## src/rtl/nvm_timer_pkg.sv

```systemverilog
package nvm_timer_pkg;
    typedef enum logic [1:0] {
        ST_IDLE = 2'd0,
        ST_RUN  = 2'd1,
        ST_DONE = 2'd2
    } pulse_state_t;
endpackage

```

## src/rtl/nvm_div_reg.sv

```systemverilog
module nvm_div_reg #(
    parameter int DIV_W = 6
) (
    input  logic             clk,
    input  logic             rst_n,
    input  logic             wr_en,
    input  logic [DIV_W-1:0] wr_data,
    input  logic             err_flag,
    output logic [DIV_W-1:0] div_q,
    output logic             loaded_q
);
    logic wr_ok;

    // A write lands only once, and only while no access error is pending
    assign wr_ok = wr_en && !loaded_q && !err_flag;

    always_ff @(posedge clk) begin
        if (!rst_n) begin
            div_q    <= '0;
            loaded_q <= 1'b0;
        end else if (wr_ok) begin
            div_q    <= wr_data;
            loaded_q <= 1'b1;
        end
    end

    AST_LOCK_HOLD: assert property (@(posedge clk) disable iff (!rst_n)
        loaded_q |=> (loaded_q && $stable(div_q)));
    AST_ERR_BLOCKS_WR: assert property (@(posedge clk) disable iff (!rst_n)
        (err_flag && !loaded_q) |=> !loaded_q);
endmodule

```

## src/rtl/nvm_tick_gen.sv

```systemverilog
module nvm_tick_gen #(
    parameter int DIV_W = 6
) (
    input  logic             clk,
    input  logic             rst_n,
    input  logic             enable,
    input  logic             restart,
    input  logic [DIV_W-1:0] divisor,
    output logic             tick
);
    logic [DIV_W-1:0] cnt_q;
    logic             wrap;

    assign wrap = (cnt_q == divisor);
    assign tick = enable && wrap;

    always_ff @(posedge clk) begin
        if (!rst_n || !enable || restart) begin
            cnt_q <= '0;
        end else if (wrap) begin
            cnt_q <= '0;
        end else begin
            cnt_q <= cnt_q + 1'b1;
        end
    end

    AST_TICK_GATED: assert property (@(posedge clk) disable iff (!rst_n)
        !enable |-> !tick);
    AST_CNT_RANGE: assert property (@(posedge clk) disable iff (!rst_n)
        enable |-> (cnt_q <= divisor));
endmodule

```

## src/rtl/nvm_pulse_fsm.sv

```systemverilog
module nvm_pulse_fsm
    import nvm_timer_pkg::*;
#(
    parameter int CNT_W = 8
) (
    input  logic             clk,
    input  logic             rst_n,
    input  logic             loaded,
    input  logic             tick,
    input  logic             cmd_start,
    input  logic [CNT_W-1:0] cmd_ticks,
    input  logic             err_clr,
    output logic             cmd_accept,
    output logic             busy,
    output logic             pulse_done,
    output logic             err_q
);
    localparam logic [CNT_W-1:0] LAST = CNT_W'(1);

    pulse_state_t     state_q, state_d;
    logic [CNT_W-1:0] remain_q;

    always_ff @(posedge clk) begin
        if (!rst_n) begin
            state_q <= ST_IDLE;
        end else begin
            state_q <= state_d;
        end
    end

    always_comb begin
        state_d = state_q;
        unique case (state_q)
            ST_IDLE: if (cmd_start && loaded)
                         state_d = (cmd_ticks == '0) ? ST_DONE : ST_RUN;
            ST_RUN:  if (tick && remain_q == LAST) state_d = ST_DONE;
            ST_DONE: state_d = ST_IDLE;
            default: state_d = ST_IDLE;
        endcase
    end

    always_comb begin
        cmd_accept = 1'b0;
        busy       = 1'b0;
        pulse_done = 1'b0;
        unique case (state_q)
            ST_IDLE: cmd_accept = cmd_start && loaded;
            ST_RUN:  busy = 1'b1;
            ST_DONE: begin
                busy       = 1'b1;
                pulse_done = 1'b1;
            end
            default: busy = 1'b0;
        endcase
    end

    always_ff @(posedge clk) begin
        if (!rst_n) begin
            remain_q <= '0;
        end else if (cmd_accept) begin
            remain_q <= cmd_ticks;
        end else if (state_q == ST_RUN && tick) begin
            remain_q <= remain_q - 1'b1;
        end
    end

    // Sticky error: a refused start wins over a clear in the same cycle
    always_ff @(posedge clk) begin
        if (!rst_n) begin
            err_q <= 1'b0;
        end else if (cmd_start && !cmd_accept) begin
            err_q <= 1'b1;
        end else if (err_clr) begin
            err_q <= 1'b0;
        end
    end

    AST_NO_ACCEPT_UNLOADED: assert property (@(posedge clk) disable iff (!rst_n)
        cmd_accept |-> loaded);
    AST_BUSY_NEEDS_LOAD: assert property (@(posedge clk) disable iff (!rst_n)
        busy |-> loaded);
    AST_BUSY_START_ERR: assert property (@(posedge clk) disable iff (!rst_n)
        (busy && cmd_start) |=> err_q);
    AST_DONE_SINGLE: assert property (@(posedge clk) disable iff (!rst_n)
        pulse_done |=> !pulse_done);
endmodule

```

## src/rtl/nvm_tick_timer.sv

```systemverilog
module nvm_tick_timer #(
    parameter int DIV_W = 6,
    parameter int CNT_W = 8
) (
    input  logic             clk,
    input  logic             rst_n,
    input  logic             cfg_wr,
    input  logic [DIV_W-1:0] cfg_data,
    input  logic             err_clr,
    input  logic             cmd_start,
    input  logic [CNT_W-1:0] cmd_ticks,
    output logic [DIV_W-1:0] div_value,
    output logic             div_loaded,
    output logic             acc_err,
    output logic             tick,
    output logic             cmd_accept,
    output logic             busy,
    output logic             pulse_done
);
    nvm_div_reg #(.DIV_W(DIV_W)) u_div (
        .clk      (clk),
        .rst_n    (rst_n),
        .wr_en    (cfg_wr),
        .wr_data  (cfg_data),
        .err_flag (acc_err),
        .div_q    (div_value),
        .loaded_q (div_loaded)
    );

    nvm_tick_gen #(.DIV_W(DIV_W)) u_tick (
        .clk     (clk),
        .rst_n   (rst_n),
        .enable  (div_loaded),
        .restart (cmd_accept),
        .divisor (div_value),
        .tick    (tick)
    );

    nvm_pulse_fsm #(.CNT_W(CNT_W)) u_fsm (
        .clk        (clk),
        .rst_n      (rst_n),
        .loaded     (div_loaded),
        .tick       (tick),
        .cmd_start  (cmd_start),
        .cmd_ticks  (cmd_ticks),
        .err_clr    (err_clr),
        .cmd_accept (cmd_accept),
        .busy       (busy),
        .pulse_done (pulse_done),
        .err_q      (acc_err)
    );

    AST_UNLOADED_IDLE: assert property (@(posedge clk) disable iff (!rst_n)
        !div_loaded |-> (!busy && !tick && !pulse_done));
endmodule

```

## config.mk

```make
export PLATFORM = sky130hd
export DESIGN_NAME = nvm_tick_timer
export DESIGN_NICKNAME = d
export VERILOG_FILES = /design/src/rtl/nvm_timer_pkg.sv /design/src/rtl/nvm_div_reg.sv /design/src/rtl/nvm_tick_gen.sv /design/src/rtl/nvm_pulse_fsm.sv /design/src/rtl/nvm_tick_timer.sv
export SDC_FILE = /design/constraint.sdc
export NUM_CORES = 1
export LEC_CHECK = 0
export BUFFER_PORTS_ARGS = -buffer_cell sky130_fd_sc_hd__clkbuf_2
export CORE_UTILIZATION = 56
export CTS_CLUSTER_SIZE = 30
export DETAILED_ROUTE_END_ITERATION = 8
export PLACE_DENSITY_LB_ADDON = 0.15
export SLEW_MARGIN = 5
export SYNTH_ARGS = -nofsm -noshare
export SYNTH_HDL_FRONTEND = slang
export SYNTH_SLANG_ARGS = --single-unit
```

## constraint.sdc

```tcl
create_clock -name clk -period 5.14 [get_ports clk]
set_clock_uncertainty 0.2 [all_clocks]
set_input_delay 1.285 -clock clk [delete_from_list [all_inputs] [get_ports clk]]
set_output_delay 1.285 -clock clk [all_outputs]
set_load 0.01 [all_outputs]
```

# --- Word-level counts from Yosys, hierarchy flattened ---
# Index checks and enable logic that the tools add are counted.
# Widths: inputs -> output; s select.
op_classes:
  addsub: 2
  n_eq_ne: 6
  n_reduce_logical: 20
  n_mux: 11
ops:
  columns: ["op", "n"]
  rows:
  - ["$mux 8", 2]
  - ["$eq 8x1->1 const B", 1]
  - ["$logic_not 8->1", 1]
  - ["$sub 8x1->8 const B", 1]
  - ["$logic_and 1x1->1", 7]
  - ["$add 6x1->6 const B", 1]
  - ["$eq 6x6->1", 1]
  - ["$mux 2", 3]
  - ["$mux 1", 5]
  - ["$logic_not 1->1", 4]
  - ["$ne 2x1->1 const B", 2]
  - ["$pmux 2 s2", 1]
  - ["$reduce_bool 2->1", 2]
  - ["$reduce_or 2->1", 2]
  - ["$eq 2x1->1 const B", 1]
  - ["$eq 2x2->1 const B", 1]
  - ["$logic_not 2->1", 1]
  - ["$logic_or 1x1->1", 2]
  - ["$reduce_and 2->1", 1]
totals:
  ff_bits: 24
  input_bits: 19
  out_inout_bits: 12

# --- Depth between registers and ports, before layout ---
# Gate-level depths: netlist of the first run.
depth:
  word_depth: 5
  depth_mapped: 8
  ltp_nobuf: 7

# --- Hierarchy ---
# From an unflattened synthesis of the first run, not the netlist that was laid out.
unflattened:
  hier_cells: 137
  area_unflattened_um2: 1238.7
modules_own_cells:
  columns: ["module", "cells_each", "area_each_um2", "instances"]
  rows:
  - ["nvm_pulse_fsm", 77, 649.4, 1]
  - ["nvm_tick_gen", 31, 306.5, 1]
  - ["nvm_div_reg", 29, 282.8, 1]

# --- Worst setup path before layout of the first run ---
# OpenSTA, ideal clock, no wires.
synth_timing:
  path_kind: "input-to-output"
  startpoint: "input port cmd_start"
  endpoint: "output port cmd_accept"
  cell_stages: 2
  setup_slack_ns: 2.016
  t_arrival_ns: 1.639
  path_cell_list: "nand3_1 > inv_1"
synth_between:
  elab_chain_len: 2
synth_rtl:
  columns: ["element", "line", "text"]
  rows:
  - ["from (decl)", "nvm_tick_timer.sv:10", "input logic cmd_start,"]
  - ["$logic_and 1x1->1", "nvm_pulse_fsm.sv:47", "ST_IDLE: cmd_accept = cmd_start && loaded;"]
  - ["$mux 1", "nvm_pulse_fsm.sv:46", "unique case (state_q)"]
  - ["to (decl)", "nvm_tick_timer.sv:16", "output logic cmd_accept,"]
# No other way between the ends.

# --- Final worst setup path of the first run ---
# Same ends and word-level chain as after synthesis.

==> metrics, run 1 <==
1st-iter DRT viols=14; Max FO, Critical Path=19; die height=49.3 um; die width=49.3 um; Multi-input gate area=713 um^2; CP Class=in2out; Die Area=2430 um^2; LEAKAGE=0.000635 uW; drt first pass iters=4; Worst EP required=3.65 ns; grt ovf=0; vias per cell=5.46; critical-path cell list=clkbuf_2, nand3_1, inv_1, clkbuf_2; Design Area, Final=1440 um^2; Nets=195; setup TNS=0 ns; initial antenna violation count=0; Final Hold Viols=0; run status=finished clean; fin crit share=73.0%; Max H-tree Level=1; clk buf depth=2; final setup violation count=0; Wirelength per Cell=12.6 um; Post-Route WL=2470 um; Hold Path Class=reg2reg; clk_lat worst skew=0.31 ns; initial core utilization=61.9%; FMAX=0.267 GHz; unrepaired setup endpoints after global routing=false; antenna cells=0; DP HPWL=1860 um; max_cap viols=0; crit path max-delay cell type=nand3_1; total CTS buffers=3; PortBufs=30; synthesized area=1250 um^2; Fillers=183; Post-DRT Antenna Nets=0; postcts setup bufs=0; yosys warns=0; Final Critical Period=3.75 ns; Yosys cell types=28; number of remaining DRC errors=0; Synth Instances=143; post-synthesis sequential area ratio=38.4%; Bufs and invs on worst path=3; CP arrival=2.27 ns; CP dominant cell by count=clkbuf_2; clk sinks=24; number of global-route vias before repair=1023; TritonCTS clock tree=yes; gpl congestion=0.831; post-cts gate resize count=0; Root Driver=clkbuf_4; Worst slew margin=36.2%; P per Cell Area=280 nW/um^2; Avg Inst Size Synth=8.75 um^2; max-slew violations=0; Worst setup EP type=output port; register area=480 um^2; core area=2020 um^2; VDD IR max=0.000167 V; io pins=31; Post-Syn Nets=168; Tot GR Track Use=22.1%; layout cells sized above 1=20.7%; Row Count=16; clk slew on worst S/H paths=0.12 ns; global-route wire length before repair=4170 um; Worst Max-Slew Pin Slew=0.948 ns; Layout Area Growth over Synthesis=14.8%; largest net degree at the start of global routing=24; CP peak stage delay=0.45 ns; Area after DPL=1400 um^2; flops & latches, synth=24; vias post-DR=1070; Largest delay share family, worst path=buffers and inverters; CP Launch Type=primary input; Post-CTS Hold Fix Bufs=0
-- through the flow --
| step | total power, uW | setup WS (ns) | instances | util [%] | hold WS, ns |
|---|---|---|---|---|---|
| 2_1_floorplan | 281 | 2.02 | 143 | - | 0.236 |
| 3_3_place_gp | 303 | 1.44 | 192 | 69.2 | 0.251 |
| 3_5_place_dp | 307 | 1.39 | 192 | 69.2 | 0.258 |
| 4_1_cts | 406 | 1.39 | 196 | 71.0 | 0.288 |
| 5_1_grt | 425 | 1.26 | 196 | 71.0 | 0.323 |
| 6_report | 402 | 1.39 | 196 | 71.0 | 0.285 |
-- cells by family after synthesis --
family / synth area share, %
AND/OR/NAND/NOR: 25.0
flip-flops: 38.4
AO/OA/AOI/OAI: 9.30
XOR/XNOR: 11.9
buffers and inverters: 4.60
multiplexers: 4.80
adder cells (fa/ha/maj): 6.00
-- state kept, by name (all words and copies together) (netlist names) --
name,flops
u_fsm.err_q,1
u_fsm.remain_q,8
u_div.loaded_q,1
u_div.div_q,6
u_fsm.state_q,2
u_tick.cnt_q,6
-- power by group --
part | leakage, uW | internal (uW) | switching, uW | total [uW]
Combinational | 0.000418 | 39.4 | 51.4 | 90.8
Clock | 0.0000210 | 43.3 | 55.4 | 98.7
Sequential | 0.000196 | 199 | 13.3 | 213
Total | 0.000635 | 282 | 120 | 402
-- layout by cell type (no fill, tap or decap) --
cell type,count
ha_1,6
nand4b_1,1
and2b_1,1
nand3b_1,1
dfxtp_1,24
nor3_1,3
o21ai_0,7
xnor2_1,3
nand2_1,6
clkbuf_2,30
xor2_1,14
nor4_1,3
mux2i_1,6
nand4_1,11
clkbuf_4,3
o211ai_1,1
a211oi_1,1
nand3_1,6
nor2_1,9
o221ai_1,1
inv_1,6
a221o_1,1
a21oi_1,8
and3_1,4
nor2b_1,10
o21a_1,1
nor4_2,1
clkbuf_8,1
-- metal layers --
metal	part of all wire [%]	track usage, %	vias to the layer above
met5	0	0	-
met4	2.0	8.82	0
met3	5.4	4.36	8
met2	49	40.6	33
met1	43	24.5	475
li1	-	-	554
-- cell usage after synthesis --
cell type / number / area (um^2)
buf_2: 1 / 5.00
a211oi_1: 1 / 7.51
clkbuf_1: 6 / 22.5
nand3b_1: 1 / 7.51
nand4b_1: 1 / 8.76
nor4_1: 3 / 18.8
nor2b_1: 10 / 62.6
xnor2_1: 3 / 26.3
and3_1: 4 / 25.0
o211ai_1: 1 / 7.51
o21ai_0: 7 / 35.0
mux2i_1: 6 / 60.1
a221o_1: 1 / 10.0
nand2_1: 6 / 22.5
buf_4: 1 / 7.51
o21a_1: 1 / 7.51
xor2_1: 14 / 123
nand4_1: 11 / 68.8
nand3_1: 6 / 30.0
and2b_1: 1 / 7.51
inv_1: 6 / 22.5
nor2_1: 9 / 33.8
ha_1: 6 / 75.1
a21oi_1: 8 / 40.0
nor3_1: 3 / 15.0
o221ai_1: 1 / 8.76
nor4_2: 1 / 12.5
dfxtp_1: 24 / 480
-- final timing paths --
check	startpoint	end	slack, ns	cells past startpoint
max	cmd_start	cmd_accept	1.39	4
min	u_tick.cnt_q[0]	u_tick.cnt_q[0]	0.29	1
max reg2reg	u_div.div_q[0]	u_fsm.state_q[0]	2.73	5
min reg2reg	u_tick.cnt_q[0]	u_tick.cnt_q[0]	0.29	1
-- worst reg2reg max path, cell delays in order (launching register included) --
cell and delay [ns]:
dfxtp_1 0.36, xor2_1 0.18, nor4_2 0.84, nand4_1 0.28, a221o_1 0.42, nand3_1 0.07
-- area by class of cell --
| type | instances | share of cell area (%) |
|---|---|---|
| Sequential cell | 24 | 33.4 |
| Clock buffer | 4 | 2.53 |
| Multi-Input combinational cell | 105 | 49.7 |
| Inverter | 6 | 1.57 |
| Tap cell | 27 | 2.35 |
| Timing Repair Buffer | 30 | 10.5 |
No activity file was read; power rests on OpenSTA's default activity.
==> run 2: changes to the inputs <==
--- a/config.mk
+++ b/config.mk
@@ -6,7 +6,7 @@
 export NUM_CORES = 1
 export LEC_CHECK = 0
 export BUFFER_PORTS_ARGS = -buffer_cell sky130_fd_sc_hd__clkbuf_2
-export CORE_UTILIZATION = 56
+export CORE_UTILIZATION = 47
 export CTS_CLUSTER_SIZE = 30
 export DETAILED_ROUTE_END_ITERATION = 8
 export PLACE_DENSITY_LB_ADDON = 0.15
==> constraint.sdc (replaced) <==
create_clock -name clk -period 3.2 [get_ports clk]
set_clock_uncertainty 0.2 [all_clocks]
set_input_delay 0.8 -clock clk [delete_from_list [all_inputs] [get_ports clk]]
set_output_delay 0.8 -clock clk [all_outputs]
set_load 0.01 [all_outputs]
==> run 2 against run 1 <==
Against the previous run:
- register-to-register slack lost 1.5 ns
- utilization is 12 points lower
- die area increased by 18%
- critical path type is now reg2out
- largest cell class unchanged
- largest power group unchanged
==> metrics, run 2 (synthesized netlist as in run 1, its figures left out) <==
setup TNS=0 ns; layout cells sized above 1=21.6%; post-cts gate resize count=0; Row Count=18; FF-to-FF setup slack=1.19 ns; clk_lat worst skew=0.31 ns; unrepaired setup endpoints after global routing=false; Post-CTS Hold Fix Bufs=0; vias per cell=5.37; VDD IR max=0.000279 V; PortBufs=30; initial core utilization=50.1%; vias post-DR=1079; io pins=31; R2R depth=5; max reg flops=8; hold path cells=1; TritonCTS clock tree=yes; run status=finished clean; Worst setup EP type=output port; CP Launch Type=flop; Post-Route WL=2470 um; Final Critical Period=2.73 ns; largest registers=u_fsm.remain_q: 8 flops, u_div.div_q: 6 flops, u_tick.cnt_q: 6 flops; final setup violation count=0; worst flop-to-flop path startpoint=u_div.div_q[4]; antenna cells=0; Max FO, Critical Path=11; P per Cell Area=483 nW/um^2; number of global-route vias before repair=942; DP HPWL=1910 um; gpl congestion=0.770; CP arrival=1.73 ns; postcts setup bufs=0; register area=480 um^2; leading cell type in the layout, fill and taps excluded=clkbuf_2; Hold Path Class=reg2reg; largest net degree at the start of global routing=24; grt ovf=0; Post-DRT Antenna Nets=0; Final Hold Viols=0; Nets=197; number of remaining DRC errors=0; LEAKAGE=0.000651 uW; Most flops, register=u_fsm.remain_q; commonest non-fill, non-tap cells in the layout=clkbuf_2 (30), dfxtp_1 (24), xor2_1 (14); initial antenna violation count=0; reg2reg end=u_fsm.state_q[0]; die height=53.6 um; FMAX=0.367 GHz; hold_sp=u_tick.cnt_q[0]; Root Driver=clkbuf_4; clk sinks=24; fin crit share=85.2%; Die Area=2870 um^2; Layout Area Growth over Synthesis=17.6%; Hold EP=u_tick.cnt_q[0]; drt first pass iters=4; Worst Max-Slew Pin Slew=0.693 ns; Worst EP required=2.20 ns; die width=53.6 um; max-slew violations=0; global-route wire length before repair=4000 um; clk slew on worst S/H paths=0.14 ns; clk buf depth=2; Multi-input gate area=713 um^2; Design Area, Final=1470 um^2; Max H-tree Level=1; Area after DPL=1420 um^2; Worst slew margin=53.7%; core area=2500 um^2; Tot GR Track Use=19.0%; 1st-iter DRT viols=16; total CTS buffers=3; max_cap viols=0; Wirelength per Cell=12.3 um; Fillers=238; CP Class=reg2out
## run 2: changes by cell type in the layout (fill, tap and decap cells not counted)
cell,previous run,this run
bufinv_16,0,1
clkbuf_8,1,0
buf_4,0,2
## run 2: worst max path at each step
stage,start,to
after CTS,u_div.div_q[4],tick
after global placement,u_div.div_q[4],tick
after floorplan,u_div.div_q[0],tick
final,u_div.div_q[4],tick
after global routing,u_div.div_q[4],tick
after detailed placement,u_div.div_q[4],tick
## run 2: power by group
group / switching (uW) / internal (uW) / total, uW
clock network: 94.2 / 127 / 221
logic: 81.4 / 67.8 / 149
registers: 20.7 / 320 / 341
total: 196 / 515 / 711
## run 2: cell type report
class                   count  area share [%]
multi-input cells         105            48.5
repair buffers             32            11.2
flip-flops and latches     24            32.7
well taps                  30            2.55
clock inverters             1            2.04
inverters                   6            1.53
clock buffers               3            1.53
## run 2: layer usage
| layer | track usage [%] | routed length [um] |
|---|---|---|
| met1 | 23.6 | 1160 |
| met2 | 32.5 | 1190 |
| met3 | 3.11 | 86 |
| met4 | 7.46 | 32 |
| met5 | 0 | 0 |
## run 2: through the flow
stage          std cells  total power [uW]  setup slack [ns]  utilization (%)  hold WS [ns]
2_1_floorplan        143               452              1.01                -         0.236
3_3_place_gp         197               493             0.901             56.8         0.262
3_5_place_dp         197               498             0.834             56.8         0.284
4_1_cts              201               720             0.473             58.9         0.315
5_1_grt              201               752             0.268             58.9         0.338
6_report             201               711             0.473             58.9         0.314
## run 2: critical path, stage by stage (launching register included)
cell and delay (ns):
dfxtp_1 0.36, xor2_1 0.17, nor2_1 0.49, and3_1 0.26
clkbuf_2 0.13
